$ cat config.mk
export PLATFORM = sky130hd
export DESIGN_NAME = cop_bus_ready_gen
export DESIGN_NICKNAME = d
export VERILOG_FILES = /design/src/rtl/cop_bus_pkg.sv /design/src/rtl/cop_bus_fsm.sv /design/src/rtl/cop_ready_timer.sv /design/src/rtl/cop_data_drv.sv /design/src/rtl/cop_bus_ready_gen.sv
export SDC_FILE = /design/constraint.sdc
export NUM_CORES = 1
export LEC_CHECK = 0
export ABC_AREA = 1
export ABC_CLOCK_PERIOD_IN_PS = 3850
export BUFFER_PORTS_ARGS = -buffer_cell sky130_fd_sc_hd__buf_4
export CAP_MARGIN = 20
export CORE_MARGIN = 2
export CORE_UTILIZATION = 40
export CTS_BUF_LIST = sky130_fd_sc_hd__clkbuf_4
export DETAILED_ROUTE_END_ITERATION = 7
export HOLD_SLACK_MARGIN = 0.15
export PLACE_DENSITY = 0.83
export REMOVE_ABC_BUFFERS = 1
export SYNTH_ARGS = -nofsm -noshare
export SYNTH_HDL_FRONTEND = slang
export SYNTH_SLANG_ARGS = --single-unit
$ cat constraint.sdc
create_clock -name clk_i -period 3.85 [get_ports clk_i]
set_input_delay 0.77 -clock clk_i [delete_from_list [all_inputs] [get_ports clk_i]]
set_output_delay 0.77 -clock clk_i [all_outputs]
set_load 0.05 [all_outputs]
$ cat src/rtl/cop_bus_pkg.sv
package cop_bus_pkg;
  typedef enum logic {
    ST_IDLE = 1'b0,
    ST_RS   = 1'b1
  } bus_st_e;
endpackage

$ cat src/rtl/cop_bus_fsm.sv
module cop_bus_fsm
  import cop_bus_pkg::*;
#(
  parameter int CNT_W = 2
) (
  input  logic             clk_i,
  input  logic             rst_ni,
  input  logic             ads_i,
  input  logic             cs_i,
  input  logic             wr_i,
  input  logic             slow_wr_i,
  input  logic             rdy_i,
  output bus_st_e          st_o,
  output logic [CNT_W-1:0] rs_cnt_o,
  output logic             wr_q_o,
  output logic             slow_q_o
);
  localparam logic [CNT_W-1:0] CNT_MAX = {CNT_W{1'b1}};

  bus_st_e st_q;
  logic [CNT_W-1:0] cnt_q;
  logic start;

  assign start = (st_q == ST_IDLE) && ads_i && cs_i;

  always_ff @(posedge clk_i or negedge rst_ni) begin
    if (!rst_ni) begin
      st_q     <= ST_IDLE;
      cnt_q    <= '0;
      wr_q_o   <= 1'b0;
      slow_q_o <= 1'b0;
    end else begin
      unique case (st_q)
        ST_IDLE: if (start) begin
          st_q     <= ST_RS;
          cnt_q    <= CNT_W'(1);
          wr_q_o   <= wr_i;
          slow_q_o <= slow_wr_i;
        end
        ST_RS: begin
          if (rdy_i) begin
            st_q  <= ST_IDLE;
            cnt_q <= '0;
          end else if (cnt_q != CNT_MAX) begin
            cnt_q <= cnt_q + 1'b1;
          end
        end
        default: st_q <= ST_IDLE;
      endcase
    end
  end

  assign st_o     = st_q;
  assign rs_cnt_o = cnt_q;


  end_to_idle_chk: assert property (@(posedge clk_i) disable iff (!rst_ni)
    (st_q == ST_RS && rdy_i) |=> st_q == ST_IDLE);

  start_chk: assert property (@(posedge clk_i) disable iff (!rst_ni)
    (st_q == ST_IDLE && !(ads_i && cs_i)) |=> st_q == ST_IDLE);
endmodule

$ cat src/rtl/cop_ready_timer.sv
module cop_ready_timer
  import cop_bus_pkg::*;
#(
  parameter int CNT_W    = 2,
  parameter int FAST_POS = 1,
  parameter int SLOW_POS = 2
) (
  input  logic             clk_i,
  input  logic             rst_ni,
  input  bus_st_e          st_i,
  input  logic [CNT_W-1:0] rs_cnt_i,
  input  logic             wr_q_i,
  input  logic             slow_q_i,
  output logic             rdy_o
);
  localparam logic [CNT_W-1:0] FAST_C = CNT_W'(FAST_POS);
  localparam logic [CNT_W-1:0] SLOW_C = CNT_W'(SLOW_POS);

  logic fast;
  assign fast  = wr_q_i && !slow_q_i;
  assign rdy_o = (st_i == ST_RS) && (rs_cnt_i == (fast ? FAST_C : SLOW_C));


  single_pulse_chk: assert property (@(posedge clk_i) disable iff (!rst_ni)
    rdy_o |=> !rdy_o);

  idle_quiet_chk: assert property (@(posedge clk_i) disable iff (!rst_ni)
    (st_i == ST_IDLE) |-> !rdy_o);
endmodule

$ cat src/rtl/cop_data_drv.sv
module cop_data_drv
  import cop_bus_pkg::*;
#(
  parameter int DW = 32
) (
  input  logic          clk_i,
  input  logic          rst_ni,
  input  bus_st_e       st_i,
  input  logic          wr_q_i,
  input  logic [DW-1:0] rdata_i,
  output logic [DW-1:0] dout_o,
  output logic          dout_oe_o
);
  assign dout_oe_o = (st_i == ST_RS) && !wr_q_i;
  assign dout_o    = dout_oe_o ? rdata_i : '0;


  oe_in_rs_chk: assert property (@(posedge clk_i) disable iff (!rst_ni)
    dout_oe_o |-> st_i == ST_RS);
endmodule

$ cat src/rtl/cop_bus_ready_gen.sv
module cop_bus_ready_gen
  import cop_bus_pkg::*;
#(
  parameter int DW       = 32,
  parameter int CNT_W    = 2,
  parameter int FAST_POS = 1,
  parameter int SLOW_POS = 2
) (
  input  logic          clk_i,
  input  logic          rst_ni,
  input  logic          ads_i,
  input  logic          cs_i,
  input  logic          wr_i,
  input  logic          slow_wr_i,
  input  logic          rdy_i,
  input  logic [DW-1:0] rdata_i,
  output logic          rdy_o,
  output logic [DW-1:0] dout_o,
  output logic          dout_oe_o
);
  bus_st_e          st;
  logic [CNT_W-1:0] rs_cnt;
  logic             wr_q, slow_q;

  cop_bus_fsm #(.CNT_W(CNT_W)) u_fsm (
    .clk_i, .rst_ni, .ads_i, .cs_i, .wr_i, .slow_wr_i, .rdy_i,
    .st_o(st), .rs_cnt_o(rs_cnt), .wr_q_o(wr_q), .slow_q_o(slow_q)
  );

  cop_ready_timer #(.CNT_W(CNT_W), .FAST_POS(FAST_POS), .SLOW_POS(SLOW_POS)) u_tmr (
    .clk_i, .rst_ni, .st_i(st), .rs_cnt_i(rs_cnt), .wr_q_i(wr_q),
    .slow_q_i(slow_q), .rdy_o
  );

  cop_data_drv #(.DW(DW)) u_drv (
    .clk_i, .rst_ni, .st_i(st), .wr_q_i(wr_q), .rdata_i, .dout_o, .dout_oe_o
  );


  read_no_early_rdy_chk: assert property (@(posedge clk_i) disable iff (!rst_ni)
    $rose(dout_oe_o) |-> !rdy_o);

  oe_drop_chk: assert property (@(posedge clk_i) disable iff (!rst_ni)
    (dout_oe_o && rdy_i) |=> !dout_oe_o);
endmodule

==> key figures, run 1 <==
Die
  • FP Rows: 15
  • # IOs: 73
  • Die width: 47.5 um
  • Die height: 47.5 um
  • Starting Density: 0.434
  • Core Area: 1750 sq um
  • Die ar.: 2260 sq um

Cells and area
  • Area Overhead vs Synth: 71.7%
  • Ant. Diodes: 0
  • Total Nets Final: 222
  • Layout fillers: 143
  • Layout cells sized above 1: 0.597

Worst setup path
  • Worst Path Required: 3080 ps
  • Critical path peak fanout: 23
  • CP Class: flip-flop to output port
  • CP Launch Point: u_fsm.st_o
  • Startpoint Class: flip-flop
  • Arrival time at the worst endpoint: 1990 ps
  • Crit end category: output port
  • Crit Reg-Reg Startpoint: u_fsm.rs_cnt_o[0]

Placement
  • Port-buffer cells: 72
  • Hpwl dp: 1.83 mm
  • GPL Wtd Cong: 0.763

Drt
  • DRC: 0
  • Via-to-Cell Ratio: 4.04
  • Routed wire length: 2.04 mm
  • Initial detailed-routing violation count: 5
  • Antenna Nets Post-Route: 0
  • DRT Pass-1 Iters: 4
  • Drt wl/cell: 9.90 um
  • DR vias: 832

Global route
  • Initial antenna violation count: 0
  • Vias in the first global route: 717
  • GR Util All Layers: 0.167
  • Largest net degree at the start of global routing: 24
  • Global-route wire length before repair: 2.74 mm
  • Gr ovfl total: 0

Synthesis
  • Top cells by count, synth: 38 x inv_1, 20 x nor2_4, 16 x nand2_1
  • Seq/Total Area, Yosys: 0.165
  • FF+latch count, synth: 5
  • YS warnings: 0
  • Mapped Cells: 108
  • Post-synth top area cell: nor2_4
  • Synth Flop Type: dfrtp_1
  • Post-synth ARST share: 1.00
  • Count leader, synth: inv_1
  • Distinct cells, synth: 15
  • Share of the synthesized area in the top cell type: 0.298
  • EDFF count, synth: 0
  • Post-Syn Area: 757 sq um
  • Top cells by area, synth: nor2_4 30%, inv_1 19%, dfrtp_1 17%
  • Syn Area/Cell: 7.01 sq um

Timing
  • Sum Neg Setup Slack: 0 ps
  • Final Slew Violations: 0
  • Slew HR: 0.680
  • Measured slew at the worst slew-check pin: 479 ps
  • RSZ-0062 raised after global routing: no
  • Final setup vio count: 0
  • Highest Clock Rate: 362 MHz
  • Final Skew: 2.02 ps
  • WHS: 324 ps
  • Min Tclk post-route: 2760 ps
  • Endpoints failing hold: 0
  • Final worst path period share: 0.717

Clock tree
  • H-Tree Depth: 1
  • Clock tree buffer depth: 2
  • Root Driver: clkbuf_4
  • # hold bufs at CTS: 0
  • TritonCTS buffer count: 3
  • Post-CTS setup buffers: 0
  • Skew-Pair Late Insertion Delay: 240 ps
  • Clock transition at path regs: 40 ps
  • Resize count post-CTS: 0
  • CTS sink cnt: 5
  • CTS tree: yes

Power
  • Max VDD drop: 0.222 mV
  • Sw frac: 0.513
  • Register share of total power: 0.177
  • PD cells: 311 nW/um^2
  • Static Leak: 0.802 nW
  • Combinational share of power: 0.661
  • Clock share of power: 0.161
  • Internal: 0.197 mW
  • Sw power: 0.208 mW

Run status
  • Status: complete, no violations

Worst hold path
  • HP Class: primary input to async pin

Flow run
  • MaxCap Viol Count: 0
power groups by stage:
| stage | clock (mW) | combinational (mW) | sequential [mW] |
|---|---|---|---|
| after floorplan | 0 | 0.186 | 0.0706 |
| after global placement | 0 | 0.265 | 0.0722 |
| after detailed placement | 0 | 0.269 | 0.0724 |
| after CTS | 0.0688 | 0.270 | 0.0716 |
| after global routing | 0.0706 | 0.287 | 0.0732 |
| final | 0.0653 | 0.268 | 0.0719 |
per-layer routing:
layer | track usage | wire (um) | vias to the layer above | share of wire
met5 | 0 | 0 | - | 0
met4 | 0.0667 | 15 | 0 | 0.0074
met3 | 0.0189 | 224 | 2 | 0.11
met2 | 0.330 | 1040 | 48 | 0.51
met1 | 0.175 | 758 | 345 | 0.37
li1 | - | - | 437 | -
cells in the final DEF, fill, tap and decap left out:
cell type  count
buf_4         73
clkbuf_4       4
dfrtp_1        5
ha_1           1
inv_1         38
inv_2          1
nand2_1       16
nand3_1        4
nand4_1        1
nor2_1         6
nor2_2         9
nor2_4        20
o21ai_0        2
or2_2          1
critical path, cell delays in order, from the launching register on:
cell and delay, ps:
dfrtp_1 410, inv_2 110, or2_2 420, buf_4 510
nor2_1 80, buf_4 200
path summary, 6_finish.rpt:
| path | slack, ps | endpoint | cells past startpoint |
|---|---|---|---|
| hold / removal | 320 | u_fsm.rs_cnt_o[0] | 1 |
| setup reg to reg | 2820 | u_fsm.rs_cnt_o[1] | 5 |
| max in group asynchronous | 3420 | u_fsm.slow_q_o | 1 |
| min in group clk_i | 500 | u_fsm.wr_q_o | 2 |
| setup / recovery | 1090 | dout_o[16] | 5 |
| hold reg to reg | 500 | u_fsm.wr_q_o | 2 |
kinds of logic after synthesis:
logic type	synth area share
simple gates	0.524
buf+inv	0.281
flops	0.165
compound gates	0.0132
fa+ha+maj	0.0165
state kept, by name, summed over array words and instances (netlist names):
name,flops
u_fsm.slow_q_o,1
u_fsm.st_o,1
u_fsm.rs_cnt_o,2
u_fsm.wr_q_o,1
area by class of cell:
type                    count  area (sq um)  area share
repair buffers             73           548       0.422
multi-input cells          60           419       0.322
inverters                  39           146       0.113
flip-flops and latches      5           125      0.0962
well taps                  25          31.3      0.0241
clock buffers               4          30.0      0.0231
per-stage QoR:
| stage | setup slack [ps] | area, sq um | power (mW) | cells | util |
|---|---|---|---|---|---|
| 6_report | 1090 | 1300 | 0.405 | 206 | 0.745 |
| 5_1_grt | 979 | 1300 | 0.431 | 206 | 0.745 |
| 4_1_cts | 1070 | 1300 | 0.410 | 206 | 0.745 |
| 3_5_place_dp | 1340 | 1270 | 0.342 | 202 | 0.728 |
| 3_3_place_gp | 1380 | 1270 | 0.337 | 202 | 0.728 |
| 2_1_floorplan | 290 | 691 | 0.256 | 104 | - |
Note: power is estimated with default switching activity, not from simulation.
==> run 2: changes to the inputs <==
- ABC_CLOCK_PERIOD_IN_PS: 3850 -> 2400
- CORE_UTILIZATION: 40 -> 34
- PLACE_DENSITY: 0.83 -> 0.75
- clock period: 3.85 -> 2.4 ns (I/O delays scaled with it)
==> run 2 against run 1 <==
  * Cell count up 2.4%
  * Highest routed layer unchanged
  * Sequential power up 61%
  * Non-clock buffer count up 2
  * Via count up 1.3%
  * Sequential share of layout area down 0.33 points
==> key figures, run 2 (same netlist as run 1, synthesis figures left out) <==
Drt
  • DRT Pass-1 Iters: 4 (unchanged)
  • Antenna Nets Post-Route: 0 (unchanged)
  • Initial detailed-routing violation count: 7 (+2)
  • Via-to-Cell Ratio: 4.00 (-1.1%)
  • DRC: 0 (unchanged)
  • DR vias: 843 (+1.3%)
  • Routed wire length: 1.87 mm (-8.4%)
  • Drt wl/cell: 8.85 um (-11%)

Clock tree
  • # hold bufs at CTS: 1 (+1)
  • Clock tree buffer depth: 2 (unchanged)
  • Root Driver: clkbuf_4
  • Resize count post-CTS: 0 (unchanged)
  • Post-CTS setup buffers: 0 (unchanged)
  • CTS tree: yes
  • TritonCTS buffer count: 3 (unchanged)
  • H-Tree Depth: 1 (unchanged)
  • CTS sink cnt: 5 (unchanged)
  • Skew-Pair Late Insertion Delay: 240 ps (about the same)
  • Clock transition at path regs: 40 ps (about the same)

Placement
  • GPL Wtd Cong: 0.729 (-4.5%)
  • Placed insts: 206 (+2.0%)
  • Place WS: 460 ps (-879 ps)
  • Hpwl dp: 1.66 mm (-9.4%)
  • Port-buffer cells: 72 (unchanged)

Worst setup path
  • Worst Path Required: 1920 ps (-1160 ps)
  • Critical Path End: dout_o[17]
  • Startpoint Class: flip-flop
  • Reg-to-reg setup timing slack: 1360 ps (-1460 ps)
  • Worst R2R End: u_fsm.rs_cnt_o[1]
  • Critical path peak fanout: 16 (-30%)
  • Crit Reg-Reg Startpoint: u_fsm.rs_cnt_o[0]
  • CP Class: flip-flop to output port
  • CP Launch Point: u_fsm.st_o
  • Crit end category: output port
  • Arrival time at the worst endpoint: 1710 ps (-280 ps)
  • Reg2Reg Depth: 5 (unchanged)

Global route
  • Vias in the first global route: 706 (-1.5%)
  • Gr ovfl total: 0 (unchanged)
  • GR Util All Layers: 0.143 (-0.0241)
  • Initial antenna violation count: 0 (unchanged)
  • Global-route wire length before repair: 2.86 mm (+4.3%)
  • Largest net degree at the start of global routing: 17 (-29%)

Cells and area
  • Utilization after layout: 0.627 (-0.118)
  • Final cell count without fillers: 211 (+2.4%)
  • Layout fillers: 194 (+36%)
  • Ant. Diodes: 0 (unchanged)
  • Max FFs per register: 2 (unchanged)
  • Total Nets Final: 224 (+0.90%)
  • Layout cells sized above 1: 0.596 (-0.00106)
  • Most common cell after layout, fill and taps aside: buf_4
  • Most frequent cells in the layout: 72 x buf_4, 38 x inv_1, 20 x nor2_4
  • Area Overhead vs Synth: 77.9%

Timing
  • Final Slew Violations: 0 (unchanged)
  • Endpoints failing hold: 0 (unchanged)
  • Measured slew at the worst slew-check pin: 412 ps (-67.3 ps)
  • WHS: 471 ps (+148 ps)
  • Final Skew: 0.147 ps (-1.87 ps)
  • Slew HR: 0.725 (+0.0449)
  • Final worst path period share: 0.912
  • Final setup vio count: 0 (unchanged)
  • Setup ws final: 211 ps (-879 ps)
  • Highest Clock Rate: 457 MHz
  • Min Tclk post-route: 2190 ps
  • RSZ-0062 raised after global routing: no

Die
  • FP Rows: 17 (+2)
  • Starting Density: 0.352 (-0.0813)
  • Die width: 51.2 um (+7.8%)
  • # IOs: 73 (unchanged)
  • Die ar.: 2620 sq um (+16%)
  • Die height: 51.2 um (+7.8%)
  • Core Area: 2150 sq um (+23%)

Worst hold path
  • HP Class: primary input to flip-flop

Run status
  • Status: complete, no violations

Flow run
  • MaxCap Viol Count: 0 (unchanged)

Power
  • Max VDD drop: 0.355 mV (+60%)
  • PD cells: 494 nW/um^2 (+59%)
  • Static Leak: 0.822 nW (+2.5%)
  • Total power: 0.665 mW (+64%)
-- run 2: cell types whose count changed in the layout (fill, tap and decap cells not counted), sizes merged --
cell / change
buf: +1
dlygate4sd3: +1
-- run 2: power by group --
part | internal (mW) | switching (mW)
clock | 0.0740 | 0.0321
combinational | 0.155 | 0.288
sequential | 0.101 | 0.0147
total | 0.330 | 0.335
-- run 2: how the worst min path moves through the flow --
stage                     cells past startpoint                end   start  slack, ps
after floorplan                               0  u_fsm.rs_cnt_o[0]  rst_ni        180
after global placement                        1         u_fsm.st_o  rst_ni        280
final                                         2         u_fsm.st_o   rdy_i        470
after detailed placement                      1  u_fsm.rs_cnt_o[0]  rst_ni        280
after global routing                          2         u_fsm.st_o   rdy_i        470
after CTS                                     2         u_fsm.st_o   rdy_i        470
-- run 2: layer usage --
metal / track usage / vias to the layer above / routed length [um]
met1: 0.153 / 352 / 643
li1: - / 439 / -
met3: 0.0468 / 4 / 263
met5: 0 / - / 0
met2: 0.240 / 48 / 933
met4: 0.0901 / 0 / 28
-- run 2: stage by stage --
| step | TNS (ps) | cell area, sq um |
|---|---|---|
| 4_1_cts | 0 | 1350 |
| 5_1_grt | 0 | 1350 |
| 3_5_place_dp | 0 | 1310 |
| 3_3_place_gp | 0 | 1310 |
| 6_report | 0 | 1350 |
| 2_1_floorplan | -15870 | 691 |
-- run 2: area by class of cell --
cell class | instances | area, sq um | share of cell area
timing repair buffer | 75 | 591 | 0.439
inverter | 39 | 146 | 0.109
multi-input combinational | 60 | 419 | 0.311
clock buffer | 4 | 30.0 | 0.0223
tap | 28 | 35.0 | 0.0260
sequential | 5 | 125 | 0.0929
-- run 2: worst max-delay path: stages, from the launching register on --
cell and delay (ps):
dfrtp_1 410, inv_2 80, or2_2 450, buf_12 230, nor2_1 90, buf_4 200
==> run 3: changes to the inputs <==
- CTS_BUF_LIST: sky130_fd_sc_hd__clkbuf_4 -> sky130_fd_sc_hd__clkbuf_8
==> run 3 against run 2 <==
  * First-iteration DRC count unchanged
  * Clock power is 41% higher
  * Clock skew is essentially flat
  * Hold slack gained 2.8 ps
  * Cell count did not move
  * Sequential share of layout area fell by 0.10 points
  * Setup slack gained 21 ps
==> key figures, run 3 (same netlist as run 1, synthesis figures left out) <==
Run status
  • Status: complete, no violations

Drt
  • DR vias: 845 (+0.24%)
  • Initial detailed-routing violation count: 7 (unchanged)
  • DRC: 0 (unchanged)
  • DRT Pass-1 Iters: 4 (unchanged)
  • Drt wl/cell: 8.89 um (+0.37%)
  • Via-to-Cell Ratio: 4.00 (+0.24%)
  • Antenna Nets Post-Route: 0 (unchanged)
  • Routed wire length: 1.88 mm (+0.37%)

Global route
  • Global-route wire length before repair: 2.86 mm (unchanged)
  • Vias in the first global route: 705 (-0.14%)
  • Initial antenna violation count: 0 (unchanged)
  • Largest net degree at the start of global routing: 17 (unchanged)
  • Gr ovfl total: 0 (unchanged)
  • GR Util All Layers: 0.143 (unchanged)

Worst setup path
  • Worst Path Required: 1920 ps (about the same)
  • Arrival time at the worst endpoint: 1690 ps (-20 ps)
  • Startpoint Class: flip-flop
  • Crit end category: output port
  • Critical path peak fanout: 16 (unchanged)
  • CP Class: flip-flop to output port

Die
  • Die height: 51.2 um (unchanged)
  • Starting Density: 0.352 (unchanged)
  • Core Area: 2150 sq um (unchanged)
  • FP Rows: 17 (unchanged)
  • # IOs: 73 (unchanged)
  • Die width: 51.2 um (unchanged)
  • Die ar.: 2620 sq um (unchanged)

Placement
  • Hpwl dp: 1.66 mm (unchanged)
  • Port-buffer cells: 72 (unchanged)
  • GPL Wtd Cong: 0.729 (unchanged)
  • DP Area: 1310 sq um (unchanged)

Power
  • Total power: 0.708 mW (+6.5%)
  • PD cells: 520 nW/um^2 (+5.3%)
  • Combinational share of power: 0.626 (-0.040)
  • Register share of total power: 0.164 (-0.010)
  • Sw power: 0.342 mW (+2.2%)
  • Static Leak: 0.831 nW (+1.0%)
  • Internal: 0.366 mW (+11%)
  • Clock share of power: 0.210 (+0.050)
  • Max VDD drop: 0.450 mV (+27%)
  • Sw frac: 0.483 (-0.0201)

Cells and area
  • Ant. Diodes: 0 (unchanged)
  • Max FFs per register: 2 (unchanged)
  • Most common cell after layout, fill and taps aside: buf_4
  • Post-route cell area: 1360 sq um (+1.1%)
  • Area Overhead vs Synth: 79.8%
  • Total Nets Final: 224 (unchanged)
  • Most frequent cells in the layout: 72 x buf_4, 39 x inv_1, 20 x nor2_4
  • Layout cells sized above 1: 0.590 (-0.00546)

Clock tree
  • Clock tree buffer depth: 2 (unchanged)
  • Skew-Pair Late Insertion Delay: 220 ps (-20 ps)
  • CTS sink cnt: 5 (unchanged)
  • CTS tree: yes
  • Root Driver: clkbuf_8
  • H-Tree Depth: 1 (unchanged)
  • Clock transition at path regs: 30 ps (about the same)
  • TritonCTS buffer count: 3 (unchanged)

Timing
  • Min Tclk post-route: 2170 ps (-21.4 ps)
  • Slew HR: 0.725 (about the same)
  • WHS: 474 ps (+2.83 ps)
  • RSZ-0062 raised after global routing: no
  • Endpoints failing hold: 0 (unchanged)
  • Measured slew at the worst slew-check pin: 412 ps (+0.432 ps)
  • Final Skew: 0.0438 ps (-0.103 ps)
  • Final setup vio count: 0 (unchanged)
  • Highest Clock Rate: 461 MHz (+0.99%)
  • Final worst path period share: 0.903 (-0.00890)
  • Final Slew Violations: 0 (unchanged)

Flow run
  • MaxCap Viol Count: 0 (unchanged)

Worst hold path
  • HP Class: flip-flop to flip-flop
[run 3: changes by cell type in the layout (fill, tap and decap cells not counted), sizes merged]
cell    delta
inv        +1
clkbuf     -1
[run 3: final timing paths]
check	startpoint	end	slack, ps	cells past startpoint
min	u_fsm.slow_q_o	u_fsm.slow_q_o	470	2
min in group asynchronous	rst_ni	u_fsm.st_o	600	2
max in group asynchronous	rst_ni	u_fsm.slow_q_o	1700	2
max reg2reg	u_fsm.rs_cnt_o[0]	u_fsm.rs_cnt_o[1]	1360	5
max	u_fsm.st_o	dout_o[17]	230	5
min reg2reg	u_fsm.slow_q_o	u_fsm.slow_q_o	470	2
[run 3: timing repair]
action / in CTS / in global routing
setup buffers: 0 / 0
gates resized for setup: 0 / 0
hold endpoints to repair: 5 / 0
hold buffers: 1 / 0
[run 3: layer usage]
layer	GRT usage	part of all wire	up-vias
met5	0	0	-
met4	0.0901	0.014	0
met3	0.0468	0.14	4
met2	0.240	0.50	48
met1	0.153	0.35	354
li1	-	-	439
[run 3: cell type report]
type | instances | area (sq um)
Timing Repair Buffer | 75 | 591
Fill cell | 193 | 787
Tap cell | 28 | 35.0
Clock inverter | 1 | 3.75
Multi-Input combinational cell | 60 | 419
Clock buffer | 3 | 41.3
Sequential cell | 5 | 125
Inverter | 39 | 146
[run 3: per-stage QoR]
stage,util,setup TNS [ps],std cells,worst slack [ps]
after floorplan,-,-15870,104,-870
after global placement,0.608,0,206,495
after detailed placement,0.608,0,206,460
after CTS,0.634,0,211,228
after global routing,0.634,0,211,160
final,0.634,0,211,233
[run 3: power by group through the flow]
stage	logic (mW)	clock network, mW	registers (mW)
finish	0.443	0.149	0.116
CTS	0.447	0.152	0.116
global placement	0.438	0	0.115
floorplan	0.298	0	0.113
global route	0.472	0.160	0.119
detailed placement	0.446	0	0.117
[run 3: worst max-delay path, stage by stage (launching register included)]
cell     delay (ps)
dfrtp_1         410
inv_2            80
or2_2           450
buf_12          230
nor2_1           90
buf_4           200
